## config.mk

```make
export PLATFORM = sky130hd
export DESIGN_NAME = pad_poller
export DESIGN_NICKNAME = d
export VERILOG_FILES = /design/src/rtl/pad_pkg.sv /design/src/rtl/pad_rst_sync.sv /design/src/rtl/pad_sync.sv /design/src/rtl/pad_seq.sv /design/src/rtl/pad_capture.sv /design/src/rtl/pad_poller.sv
export SDC_FILE = /design/constraint.sdc
export NUM_CORES = 1
export LEC_CHECK = 0
export BUFFER_PORTS_ARGS = -buffer_cell sky130_fd_sc_hd__buf_2
export CAP_MARGIN = 15
export CORE_MARGIN = 5
export CORE_UTILIZATION = 58
export CTS_BUF_LIST = sky130_fd_sc_hd__clkbuf_4 sky130_fd_sc_hd__clkbuf_8 sky130_fd_sc_hd__clkbuf_16
export DETAILED_ROUTE_END_ITERATION = 6
export PLACE_DENSITY_LB_ADDON = 0.1
export SYNTH_ARGS = -nofsm -noshare
export SYNTH_HDL_FRONTEND = slang
export SYNTH_SLANG_ARGS = --single-unit
```

## constraint.sdc

```tcl
create_clock -name clk -period 2.05 [get_ports clk]
set_clock_uncertainty 0.2 [all_clocks]
set_input_delay 0.41 -clock clk [delete_from_list [all_inputs] [get_ports clk]]
set_output_delay 0.41 -clock clk [all_outputs]
set_load 0.02 [all_outputs]
```

## src/rtl/pad_pkg.sv

```systemverilog
package pad_pkg;

  typedef enum logic [1:0] {
    ST_IDLE  = 2'd0,
    ST_LATCH = 2'd1,
    ST_LOW   = 2'd2,
    ST_HIGH  = 2'd3
  } poll_state_e;

endpackage

```

## src/rtl/pad_rst_sync.sv

```systemverilog
module pad_rst_sync #(
  parameter int STAGES = 2
) (
  input  logic clk,
  input  logic rst_n_in,
  output logic rst_n_out
);

  logic [STAGES-1:0] chain_q;

  always_ff @(posedge clk or negedge rst_n_in) begin
    if (!rst_n_in) chain_q <= '0;
    else           chain_q <= {chain_q[STAGES-2:0], 1'b1};
  end

  assign rst_n_out = chain_q[STAGES-1];

endmodule

```

## src/rtl/pad_sync.sv

```systemverilog
module pad_sync #(
  parameter int STAGES = 2
) (
  input  logic clk,
  input  logic rst_n,
  input  logic d_in,
  output logic d_out
);

  logic [STAGES-1:0] stage_q;
  logic [STAGES-1:0] stage_d;

  generate
    if (STAGES == 1) begin : g_single
      always_comb stage_d = d_in;
    end else begin : g_multi
      always_comb stage_d = {stage_q[STAGES-2:0], d_in};
    end
  endgenerate

  // data line idles high, so the chain resets to high
  always_ff @(posedge clk or negedge rst_n) begin
    if (!rst_n) stage_q <= '1;
    else        stage_q <= stage_d;
  end

  assign d_out = stage_q[STAGES-1];

endmodule

```

## src/rtl/pad_seq.sv

```systemverilog
module pad_seq
  import pad_pkg::*;
#(
  parameter int HALF_TICKS = 600,
  parameter int NUM_BITS   = 16
) (
  input  logic clk,
  input  logic rst_n,
  input  logic start_i,
  output logic latch_o,
  output logic pclk_o,
  output logic sample_o,
  output logic finish_o
);

  localparam int CNT_W = $clog2(2 * HALF_TICKS);
  localparam int BIT_W = (NUM_BITS > 1) ? $clog2(NUM_BITS) : 1;
  localparam logic [CNT_W-1:0] LATCH_LAST = CNT_W'(2 * HALF_TICKS - 1);
  localparam logic [CNT_W-1:0] HALF_LAST  = CNT_W'(HALF_TICKS - 1);
  localparam logic [BIT_W-1:0] BIT_LAST   = BIT_W'(NUM_BITS - 1);

  poll_state_e      state_q, state_d;
  logic [CNT_W-1:0] cnt_q, cnt_d;
  logic [BIT_W-1:0] bit_q, bit_d;
  logic             cnt_en, bit_en;

  always_comb begin
    state_d  = state_q;
    cnt_d    = cnt_q + 1'b1;
    bit_d    = bit_q;
    cnt_en   = 1'b0;
    bit_en   = 1'b0;
    sample_o = 1'b0;
    finish_o = 1'b0;
    unique case (state_q)
      ST_IDLE: begin
        if (start_i) begin
          state_d = ST_LATCH;
          cnt_d   = '0;
          cnt_en  = 1'b1;
        end
      end
      ST_LATCH: begin
        cnt_en = 1'b1;
        if (cnt_q == LATCH_LAST) begin
          state_d = ST_LOW;
          cnt_d   = '0;
          bit_d   = '0;
          bit_en  = 1'b1;
        end
      end
      ST_LOW: begin
        cnt_en = 1'b1;
        if (cnt_q == HALF_LAST) begin
          sample_o = 1'b1;
          state_d  = ST_HIGH;
          cnt_d    = '0;
        end
      end
      ST_HIGH: begin
        cnt_en = 1'b1;
        if (cnt_q == HALF_LAST) begin
          cnt_d = '0;
          if (bit_q == BIT_LAST) begin
            finish_o = 1'b1;
            state_d  = ST_IDLE;
          end else begin
            bit_d   = bit_q + 1'b1;
            bit_en  = 1'b1;
            state_d = ST_LOW;
          end
        end
      end
      default: state_d = ST_IDLE;
    endcase
  end

  always_ff @(posedge clk or negedge rst_n) begin
    if (!rst_n) begin
      state_q <= ST_IDLE;
      cnt_q   <= '0;
      bit_q   <= '0;
    end else begin
      state_q <= state_d;
      if (cnt_en) cnt_q <= cnt_d;
      if (bit_en) bit_q <= bit_d;
    end
  end

  assign latch_o = (state_q == ST_LATCH);
  assign pclk_o  = (state_q == ST_HIGH);


  latch_clk_excl_chk: assert property (@(posedge clk) disable iff (!rst_n)
    !(latch_o && pclk_o));


  latch_from_start_chk: assert property (@(posedge clk) disable iff (!rst_n)
    $rose(latch_o) |-> $past(start_i));


  busy_no_restart_chk: assert property (@(posedge clk) disable iff (!rst_n)
    (state_q != ST_IDLE) |=> !$rose(latch_o));


  pulse_fall_chk: assert property (@(posedge clk) disable iff (!rst_n)
    $fell(pclk_o) |-> (state_q == ST_LOW || state_q == ST_IDLE));

endmodule

```

## src/rtl/pad_capture.sv

```systemverilog
module pad_capture #(
  parameter int NUM_BITS = 16
) (
  input  logic                clk,
  input  logic                rst_n,
  input  logic                sample_i,
  input  logic                finish_i,
  input  logic                data_i,
  output logic [NUM_BITS-1:0] word_o,
  output logic                done_o
);

  logic [NUM_BITS-1:0] shift_q, shift_d;
  logic [NUM_BITS-1:0] word_q;
  logic                done_q;

  generate
    if (NUM_BITS == 1) begin : g_one
      always_comb shift_d = ~data_i;
    end else begin : g_many
      // first bit enters at the top and walks down to bit 0
      always_comb shift_d = {~data_i, shift_q[NUM_BITS-1:1]};
    end
  endgenerate

  always_ff @(posedge clk or negedge rst_n) begin
    if (!rst_n) begin
      shift_q <= '0;
      word_q  <= '0;
      done_q  <= 1'b0;
    end else begin
      if (sample_i) shift_q <= shift_d;
      if (finish_i) word_q  <= shift_q;
      done_q <= finish_i;
    end
  end

  assign word_o = word_q;
  assign done_o = done_q;


  word_atomic_chk: assert property (@(posedge clk) disable iff (!rst_n)
    (word_q != $past(word_q)) |-> done_q);


  done_single_chk: assert property (@(posedge clk) disable iff (!rst_n)
    done_q |=> !done_q);

endmodule

```

## src/rtl/pad_poller.sv

```systemverilog
module pad_poller #(
  parameter int HALF_TICKS  = 600,
  parameter int NUM_BITS    = 16,
  parameter int SYNC_STAGES = 2
) (
  input  logic                clk,
  input  logic                rst_n,
  input  logic                poll_start,
  input  logic                pad_data,
  output logic                pad_latch,
  output logic                pad_clk,
  output logic [NUM_BITS-1:0] buttons,
  output logic                poll_done
);

  logic rst_n_int;
  logic data_sync;
  logic sample_en;
  logic finish;

  pad_rst_sync #(.STAGES(2)) u_rst (
    .clk       (clk),
    .rst_n_in  (rst_n),
    .rst_n_out (rst_n_int)
  );

  pad_sync #(.STAGES(SYNC_STAGES)) u_sync (
    .clk   (clk),
    .rst_n (rst_n_int),
    .d_in  (pad_data),
    .d_out (data_sync)
  );

  pad_seq #(.HALF_TICKS(HALF_TICKS), .NUM_BITS(NUM_BITS)) u_seq (
    .clk      (clk),
    .rst_n    (rst_n_int),
    .start_i  (poll_start),
    .latch_o  (pad_latch),
    .pclk_o   (pad_clk),
    .sample_o (sample_en),
    .finish_o (finish)
  );

  pad_capture #(.NUM_BITS(NUM_BITS)) u_cap (
    .clk      (clk),
    .rst_n    (rst_n_int),
    .sample_i (sample_en),
    .finish_i (finish),
    .data_i   (data_sync),
    .word_o   (buttons),
    .done_o   (poll_done)
  );


  out_onehot_chk: assert property (@(posedge clk) disable iff (!rst_n_int)
    $onehot0({pad_latch, pad_clk, poll_done}));

endmodule

```

Word level (Yosys, flattened, before mapping)
Index checks and enable logic that the tools add are counted.
{ "word_totals": {"register_bits": 54, "in_bits": 4, "out_inout_bits": 19, "elab_cells": 53} }
{ "classes": {"addsub": 2, "n_eq_ne": 11, "n_mux": 25, "n_bitwise": 1, "reduce_logical": 6} }
{ "op_table": {"columns": ["operator", "n"], "rows": [
  ["11-bit two-way mux", 3],
  ["11-bit one-hot mux with 3 select lines", 1],
  ["4-bit two-way mux", 3],
  ["11-bit by 1-bit adder with 11-bit output, second input constant", 1],
  ["11-bit by 10-bit equality test with 1-bit output, second input constant", 1],
  ["11-bit equality test, second input constant", 1],
  ["2-bit two-way mux", 5],
  ["1-bit two-way mux", 9],
  ["2-bit one-hot mux with 4 select lines", 1],
  ["4-bit one-hot mux with 2 select lines", 1],
  ["2-bit by 1-bit inequality test with 1-bit output, second input constant", 3],
  ["5-bit AND reduction", 1],
  ["4-bit by 1-bit adder with 4-bit output, second input constant", 1],
  ["2-bit equality test, second input constant", 2],
  ["4-bit equality test, second input constant", 1],
  ["2-bit inequality test, second input constant", 2],
  ["1-bit one-hot mux with 2 select lines", 2],
  ["4-bit AND reduction", 1],
  ["3-bit OR reduction", 1],
  ["2-bit by 1-bit equality test with 1-bit output, second input constant", 1],
  ["2-bit logical NOT", 1],
  ["2-bit nonzero test", 1],
  ["2-bit OR reduction", 1],
  ["1-bit NOT", 1]
]} }

Logic depth before layout (Yosys ltp)
Gate-level depths: netlist (run 1).
{ "logic_depth": {"depth_word": 5, "depth_mapped": 7} }

Modules after synthesis
Synthesis (run 1) repeated with hierarchy kept, for this count alone.
{ "hier_totals": {"cells_unflattened": 192, "hier_area_um2": 2523.7} }
{ "modules_own_cells": {"columns": ["module", "n_inst", "cells_each", "area_each_um2", "seq_area_each_um2"], "rows": [
  ["pad_capture", 1, 70, 1322.5, 825.8],
  ["pad_seq", 1, 117, 1094.8, 425.4],
  ["pad_rst_sync", 1, 3, 53.8, 50.0],
  ["pad_sync", 1, 2, 52.6, 52.6]
]} }

Least setup slack after synthesis (run 1)
Ideal clock, no wire load.
{ "synth_path": {"kind": "reg2reg", "start": "reg u_seq.cnt_q[3]", "end": "reg u_cap.word_q[0] (netlist: u_cap.word_o[0])", "setup_ns": 0.125, "arrival_time_ns": 1.741, "t_required_ns": 1.725, "setup_slack_ns": -0.016, "stages_incl_launch_ff": 7, "period_less_slack_ns": 2.066, "cell_sequence": "dfrtp_1 > buf_6 > nor4b_4 > nand4_4 > nor2_8 > buf_12 > mux2_4"} }
{ "synth_via": {"elab_chain_len": 3} }
{ "synth_lines": {"columns": ["item", "line_no", "source"], "rows": [
  ["start, declared", "pad_seq.sv:23", "logic [CNT_W-1:0] cnt_q, cnt_d;"],
  ["start signal, assigned", "pad_seq.sv:85", "if (cnt_en) cnt_q <= cnt_d;"],
  ["11-bit by 10-bit equality test with 1-bit output", "pad_seq.sv:62", "if (cnt_q == HALF_LAST) begin"],
  ["1-bit two-way mux", "pad_seq.sv:62", null],
  ["1-bit two-way mux", "pad_seq.sv:35", "unique case (state_q)"],
  ["named net finish", "pad_poller.sv:19", "logic finish;"],
  ["end signal, assigned", "pad_capture.sv:33", "if (finish_i) word_q <= shift_q;"],
  ["end, declared", "pad_capture.sv:14", "logic [NUM_BITS-1:0] word_q;"]
]} }
The timed path passes the listed nets, and every way through them passes these cells.
A chain may end at the register's enable or synchronous reset.

Worst setup path in the final report (run 1)
{ "layout_path": {"start": "reg u_seq.cnt_q[8]", "end": "reg u_cap.word_q[6] (netlist: u_cap.word_o[6])"} }
{ "layout_via": {"elab_chain_len": 3} }
{ "layout_lines": {"columns": ["item", "line_no"], "rows": [
  ["11-bit by 10-bit equality test with 1-bit output", "pad_seq.sv:62"],
  ["1-bit two-way mux", "pad_seq.sv:62"],
  ["1-bit two-way mux", "pad_seq.sv:35"]
]} }
Every way passes these cells.

==> out/results.ini, run 1 <==
[cts]
htree_num_levels = 2
tritoncts = built
cts_setup_buffers = 0
clkTransAtPathRegs_ns = 0.10
cts.sinks = 54
worst_skew_pair.late_latency_ns = 0.31
cts_buffers = 5
cts_root_buffer = clkbuf_8
clk_path_buf_depth = 2

[logic_synthesis]
synthAdderAreaFrac = 0.009950
yosys.area_share.simple = 0.1687
syn-num-nets = 209
syn_area_per_cell_um2 = 12.39
synth_seq_cells = 54
synth_top_family_by_area = simple AND/OR/NAND/NOR gates
synth_compound_gate_area_share = 0.09254
synth-xor-area-share = 0
synth_area_um2 = 2515
muxShareOfSynthArea = 0.1507
yosysUniqueCellTypes = 48
ys_seq_area_frac = 0.5383
synth_cells = 203
synth_warnings = 0

[worst_hold_path]
min_path_type = reg2async

[sta]
final-max-slew-violation-count = 0
setup_tns_ns = 0
period_minus_slack_ns = 1.957
rsz0062_at_grt = no
fmax_ghz = 0.5110
finalSetupViolations = 0
timing.final.crit_share = 0.9546
worstMarginPinSlew_ns = 0.6237
hold_violations = 0
maxSlewHeadroom = 0.5829

[detailed_routing]
drt_wl_total_um = 4889
via_count = 1744
initialDrtViolationCount = 99
dr.pass1.iters = 4
routed_via_density = 5.872
drc = 0
post_drt_wl_per_cell_um = 16.46
ant_nets = 0

[layout]
fillers = 324
layout.nets = 250
multiInputGateArea_um2 = 1077
seq_area_um2 = 1356
syn_to_final_growth_pct = 16.02
final_area_um2 = 2918
drive_above_1_share = 0.3918
antenna_cells = 0
utilization = 0.6795

[critical_path]
crit_type = reg2reg
cp_max_fo = 13
r2r_slack_ns = 0.09
critPathRequiredTime_ns = 2.04
crit_path_start_kind = register
cp-end-kind = register
arrival_ns = 1.95

[die]
ios = 23
coreArea_um2 = 4294
rows = 24
die-area_um2 = 5753
die_h_um = 75.85
start_util = 0.5857
die_x_um = 75.85

[power_and_ir_drop]
p_leak_nw = 1.453
p_total_mw = 1.733
vdd_drop_max_mv = 0.5076
p_per_area_nw_per_um2 = 593.8

[grt]
grtUsageTotal = 0.1834
grt_pass1_wl_um = 7935
grt_pass1_vias = 1667
grt_start_max_net_pins = 40
antenna_found_initial = 0
gr-total-overflow = 0

[placed_design]
gp_congestion = 0.8818
place_hpwl_um = 3393
io_buffer_count = 22
postPlaceCellArea_um2 = 2774

[outcome]
status = finished, final reports clean

[job]
drv_cap = 0

## cells by family after synthesis
logic type | after synthesis
and+or+nand+nor | 67
DFF | 54
AOI/OAI and AO/OA | 33
muxes | 31
buffers and inverters | 15
adders and majority gates | 2
other | 1
## synthesized netlist by cell type, drive strengths merged
cell	number	area, um^2
conb	1	3.750
o221ai	1	8.760
o21a	3	22.52
or4bb	1	11.26
nor3	5	25.02
dfstp	2	52.55
buf	4	43.79
o21ai	6	30.02
nand3	6	30.03
o311ai	1	8.760
and3	1	6.260
o31a	3	27.53
nor4b	1	23.77
a22oi	1	7.510
nand2	26	97.59
nand4	6	67.56
nor4	4	31.28
o2111ai	1	8.760
o31ai	1	7.510
nor2	6	38.79
o211ai	4	30.03
o22ai	6	37.54
and4bb	2	25.02
a311oi	1	15.01
inv	7	26.28
or4b	1	10.01
and2	2	15.01
o21bai	1	7.510
nor2b	4	25.02
dfrtp	52	1301
or4	1	7.510
and4	1	10.01
ha	2	25.02
a21oi	3	15.01
mux2	31	379.1
a31oi	1	6.260
clkbuf	4	26.27
## where the power goes
| part | internal (mW) | total [mW] | switching (mW) |
|---|---|---|---|
| Combinational | 0.00973 | 0.0313 | 0.0215 |
| Clock | 0.279 | 0.629 | 0.351 |
| Sequential | 1.07 | 1.07 | 0.00197 |
## metrics by stage
| stage | setup WS [ns] | cells | hold slack (ns) |
|---|---|---|---|
| detailed placement | 0.04752 | 286 | -0.01869 |
| floorplan | 0.02399 | 203 | -0.08559 |
| global placement | 0.09659 | 286 | -0.02646 |
| global route | 0.0006573 | 297 | 0.08379 |
| finish | 0.09306 | 297 | 0.05158 |
| CTS | 0.03810 | 297 | 0.06489 |
## sequential cells by signal (all words and copies together) (netlist names)
name            count
u_cap.shift_q      16
u_cap.word_o       16
u_sync.stage_q      2
u_rst.chain_q       2
u_seq.bit_q         4
u_seq.state_q       2
u_seq.cnt_q        11
u_cap.done_o        1
## worst paths after layout
path / cells past startpoint / start / endpoint
setup / recovery: 5 / u_seq.cnt_q[8]$_DFFE_PN0P_ / u_cap.word_o[6]$_DFFE_PN0P_
hold / removal: 1 / u_rst.chain_q[1]$_DFF_PN0_ / u_cap.shift_q[9]$_DFFE_PN0P_
setup reg to reg: 5 / u_seq.cnt_q[8]$_DFFE_PN0P_ / u_cap.word_o[6]$_DFFE_PN0P_
hold reg to reg: 1 / u_rst.chain_q[1]$_DFF_PN0_ / u_cap.shift_q[9]$_DFFE_PN0P_
max in group asynchronous: 1 / u_rst.chain_q[1]$_DFF_PN0_ / u_seq.cnt_q[4]$_DFFE_PN0P_
min in group clk: 0 / u_rst.chain_q[0]$_DFF_PN0_ / u_rst.chain_q[1]$_DFF_PN0_
## layout make-up
type,instances,share of cell area
Timing Repair Buffer,42,0.1003
Inverter,7,0.009005
Tap cell,52,0.02230
Clock buffer,6,0.02830
Multi-Input combinational cell,134,0.3692
Sequential cell,54,0.4648
Clock inverter,2,0.006003
## metal layers
layer	part of all wire	track usage	vias up
li1	-	-	824
met1	0.43	0.2425	887
met2	0.52	0.2909	29
met3	0.042	0.05013	4
met4	0.0070	0.06408	0
met5	0	0	-
## critical path, stage by stage, from the launching register on
cell and delay [ns]:
dfrtp_1 0.44, nor4b_4 0.34, nand4_4 0.19, nor2_8 0.14, buf_12 0.16, mux2_2 0.35
## cell usage in the layout (no fill, tap or decap), types with 3 or more instances in the layout
cell           synthesis  final
a21oi_1                3      3
o21a_1                 3      3
o21ai_0                5      5
buf_4                  1     15
nor3_1                 5      5
mux2_4                 8      8
nor2_1                 5      5
dlygate4sd3_1          0      3
inv_1                  7      7
o211ai_1               4      4
clkbuf_8               1      6
nand3_1                6      6
nand4_1                4      4
mux2_2                23     23
nand2_1               26     26
buf_2                  1     22
o22ai_1                6      6
nor2b_1                4      4
nor4_1                 3      3
dfrtp_1               52     50
## repair_timing
item / 4_1_cts / 5_1_grt
hold buffers: 3 / 0
hold endpoints to repair: 16 / 0
setup endpoints to repair: 0 / 22
gates resized for setup: 0 / 4
(Power assumes the default switching activity.)
==> run 2: changes to the inputs <==
--- a/config.mk
+++ b/config.mk
@@ -10,8 +10,10 @@
 export CORE_MARGIN = 5
 export CORE_UTILIZATION = 58
 export CTS_BUF_LIST = sky130_fd_sc_hd__clkbuf_4 sky130_fd_sc_hd__clkbuf_8 sky130_fd_sc_hd__clkbuf_16
+export CTS_CLUSTER_SIZE = 40
 export DETAILED_ROUTE_END_ITERATION = 6
 export PLACE_DENSITY_LB_ADDON = 0.1
+export RECOVER_POWER = 100
 export SYNTH_ARGS = -nofsm -noshare
 export SYNTH_HDL_FRONTEND = slang
 export SYNTH_SLANG_ARGS = --single-unit
==> out/results.ini, run 2 (synthesis gave the netlist of run 1 again) <==
[power_and_ir_drop]
switching_power_mw = 0.3689  ; -1.5%
clkPwrFrac = 0.362  ; about the same
power.share.combinational = 0.016  ; -0.002
p_per_area_nw_per_um2 = 605.5  ; +2.0%
vdd_drop_max_mv = 0.5089  ; +0.25%
p_int_mw = 1.355  ; -0.27%
seqPwrFrac = 0.622  ; +0.003
p_total_mw = 1.724  ; -0.53%
p_leak_nw = 1.365  ; -6.1%
swShare = 0.2140  ; -0.002013

[sta]
setup_tns_ns = 0  ; unchanged
period_minus_slack_ns = 1.953  ; -0.003712 ns
finalSetupViolations = 0  ; unchanged
final-max-slew-violation-count = 0  ; unchanged
worstMarginPinSlew_ns = 0.9418  ; +0.3181 ns
fmax_ghz = 0.5120  ; +0.19%
timing.final.crit_share = 0.9528  ; -0.001811
maxSlewHeadroom = 0.3721  ; -0.2107
rsz0062_at_grt = no
hold_violations = 0  ; unchanged

[critical_path]
cp_max_fo = 14  ; +1
ff2ff_path_depth = 6  ; +1
crit_path_start_kind = register
reg2reg_from = u_seq.cnt_q[0]$_DFFE_PN0P_
arrival_ns = 1.98  ; +0.03 ns
r2r_slack_ns = 0.1  ; about the same
worstReg2RegEnd = u_seq.cnt_q[9]$_DFFE_PN0P_
worstSetupEndpoint = u_seq.cnt_q[9]$_DFFE_PN0P_
critPathRequiredTime_ns = 2.07  ; +0.03 ns
crit_path_start = u_seq.cnt_q[0]$_DFFE_PN0P_
cp-end-kind = register
crit_type = reg2reg

[die]
start_util = 0.5857  ; unchanged
coreArea_um2 = 4294  ; unchanged
rows = 24  ; unchanged
die_x_um = 75.85  ; unchanged
ios = 23  ; unchanged
die-area_um2 = 5753  ; unchanged
die_h_um = 75.85  ; unchanged

[cts]
cts.sinks = 54  ; unchanged
tritoncts = built
cts_buffers = 5  ; unchanged
cts_root_buffer = clkbuf_8
htree_num_levels = 2  ; unchanged
clk_path_buf_depth = 2  ; unchanged
clkTransAtPathRegs_ns = 0.09  ; about the same
worst_skew_pair.late_latency_ns = 0.31  ; about the same

[outcome]
status = finished, final reports clean

[detailed_routing]
drc = 0  ; unchanged
routed_via_density = 5.825  ; -0.80%
drt_wl_total_um = 4856  ; -0.67%
ant_nets = 0  ; unchanged
initialDrtViolationCount = 88  ; -11%
post_drt_wl_per_cell_um = 16.35  ; -0.67%
via_count = 1730  ; -0.80%
dr.pass1.iters = 4  ; unchanged

[layout]
seq_area_um2 = 1356  ; unchanged
syn_to_final_growth_pct = 13.18
antenna_cells = 0  ; unchanged
drive_above_1_share = 0.2816  ; -0.1102
layout_commonest_cell = dfrtp_1
layout.nets = 250  ; unchanged
fillers = 335  ; +3.4%
multiInputGateArea_um2 = 1049  ; -2.7%
layout_common_cells = 50 x dfrtp_1, 26 x nand2_1, 23 x mux2_2, 20 x clkbuf_1, 14 x buf_4

[worst_hold_path]
hold_path_depth = 0
min_path_type = reg2reg

[grt]
antenna_found_initial = 0  ; unchanged
use_met2 = 0.2909  ; unchanged
grt_start_max_net_pins = 40  ; unchanged
grtUsageTotal = 0.1834  ; unchanged
grt_pass1_wl_um = 7935  ; unchanged
grt_use_met1 = 0.2425  ; unchanged
grt_use_met3 = 0.05013  ; unchanged
gr-total-overflow = 0  ; unchanged
top_usage_layer = met2
grt_pass1_vias = 1667  ; unchanged

[placed_design]
place_hpwl_um = 3393  ; unchanged
gp_congestion = 0.8818  ; unchanged
io_buffer_count = 22  ; unchanged

[job]
drv_cap = 0  ; unchanged

run 2: cell count changes in the layout (fill, tap and decap cells not counted):
cell and change:
buf_2 -20, mux2_4 -6, a311oi_1 +1, clkbuf_1 +20, a311oi_2 -1, buf_4 -1, buf_12 -1, clkbuf_2 +2
mux2_1 +6
run 2: final cells by class:
type,instances,share of cell area
Sequential cell,54,0.4765
Timing Repair Buffer,42,0.08791
Tap cell,52,0.02286
Clock buffer,6,0.02901
Multi-Input combinational cell,134,0.3684
Clock inverter,2,0.006154
Inverter,7,0.009231
run 2: power groups by stage:
stage / combinational, mW / sequential [mW] / clock (mW)
6_report: 0.0275 / 1.07 / 0.625
5_1_grt: 0.0332 / 1.07 / 0.695
4_1_cts: 0.0329 / 1.07 / 0.652
3_5_place_dp: 0.0234 / 1.10 / 0
3_3_place_gp: 0.0218 / 1.10 / 0
2_1_floorplan: 0.000181 / 1.11 / 0
run 2: metrics by stage:
stage               cell area [um^2]  utilization  std cells  worst slack, ns  hold WS, ns
floorplan                       2515            -        203          0.02399     -0.08559
global placement                2774       0.6460        286          0.09659     -0.02646
detailed placement              2774       0.6460        286          0.04752     -0.01869
CTS                             2904       0.6763        297          0.03810      0.06489
global route                    2846       0.6629        297        0.0006573       0.1685
finish                          2846       0.6629        297          0.09677       0.1603
run 2: routing by layer:
metal,part of all wire,vias to the layer above
li1,-,826
met1,0.43,862
met2,0.51,37
met3,0.049,5
met4,0.0097,0
met5,0,-
run 2: worst max-delay path, stage by stage, from the launching register on:
cell,delay (ns)
dfrtp_1,0.43
ha_2,0.23
and4_2,0.27
a311oi_1,0.23
buf_4,0.24
o21bai_1,0.10
a22oi_1,0.18
run 2: worst min path at each step:
stage / start / end / slack, ns
2_1_floorplan: rst_n / u_rst.chain_q[0]$_DFF_PN0_ / -0.09
3_3_place_gp: u_rst.chain_q[1]$_DFF_PN0_ / u_seq.cnt_q[3]$_DFFE_PN0P_ / -0.03
3_5_place_dp: u_rst.chain_q[1]$_DFF_PN0_ / u_seq.cnt_q[3]$_DFFE_PN0P_ / -0.02
4_1_cts: u_rst.chain_q[1]$_DFF_PN0_ / u_cap.shift_q[10]$_DFFE_PN0P_ / 0.06
5_1_grt: u_sync.stage_q[0]$_DFF_PN1_ / u_sync.stage_q[1]$_DFF_PN1_ / 0.17
6_report: u_rst.chain_q[0]$_DFF_PN0_ / u_rst.chain_q[1]$_DFF_PN0_ / 0.16
run 2: what timing repair did:
item	4_1_cts	5_1_grt
resized for setup	0	4
hold buffers	3	0
setup endpoints to repair	0	22
endpoints found under the hold margin	16	0
buffers inserted	0	0
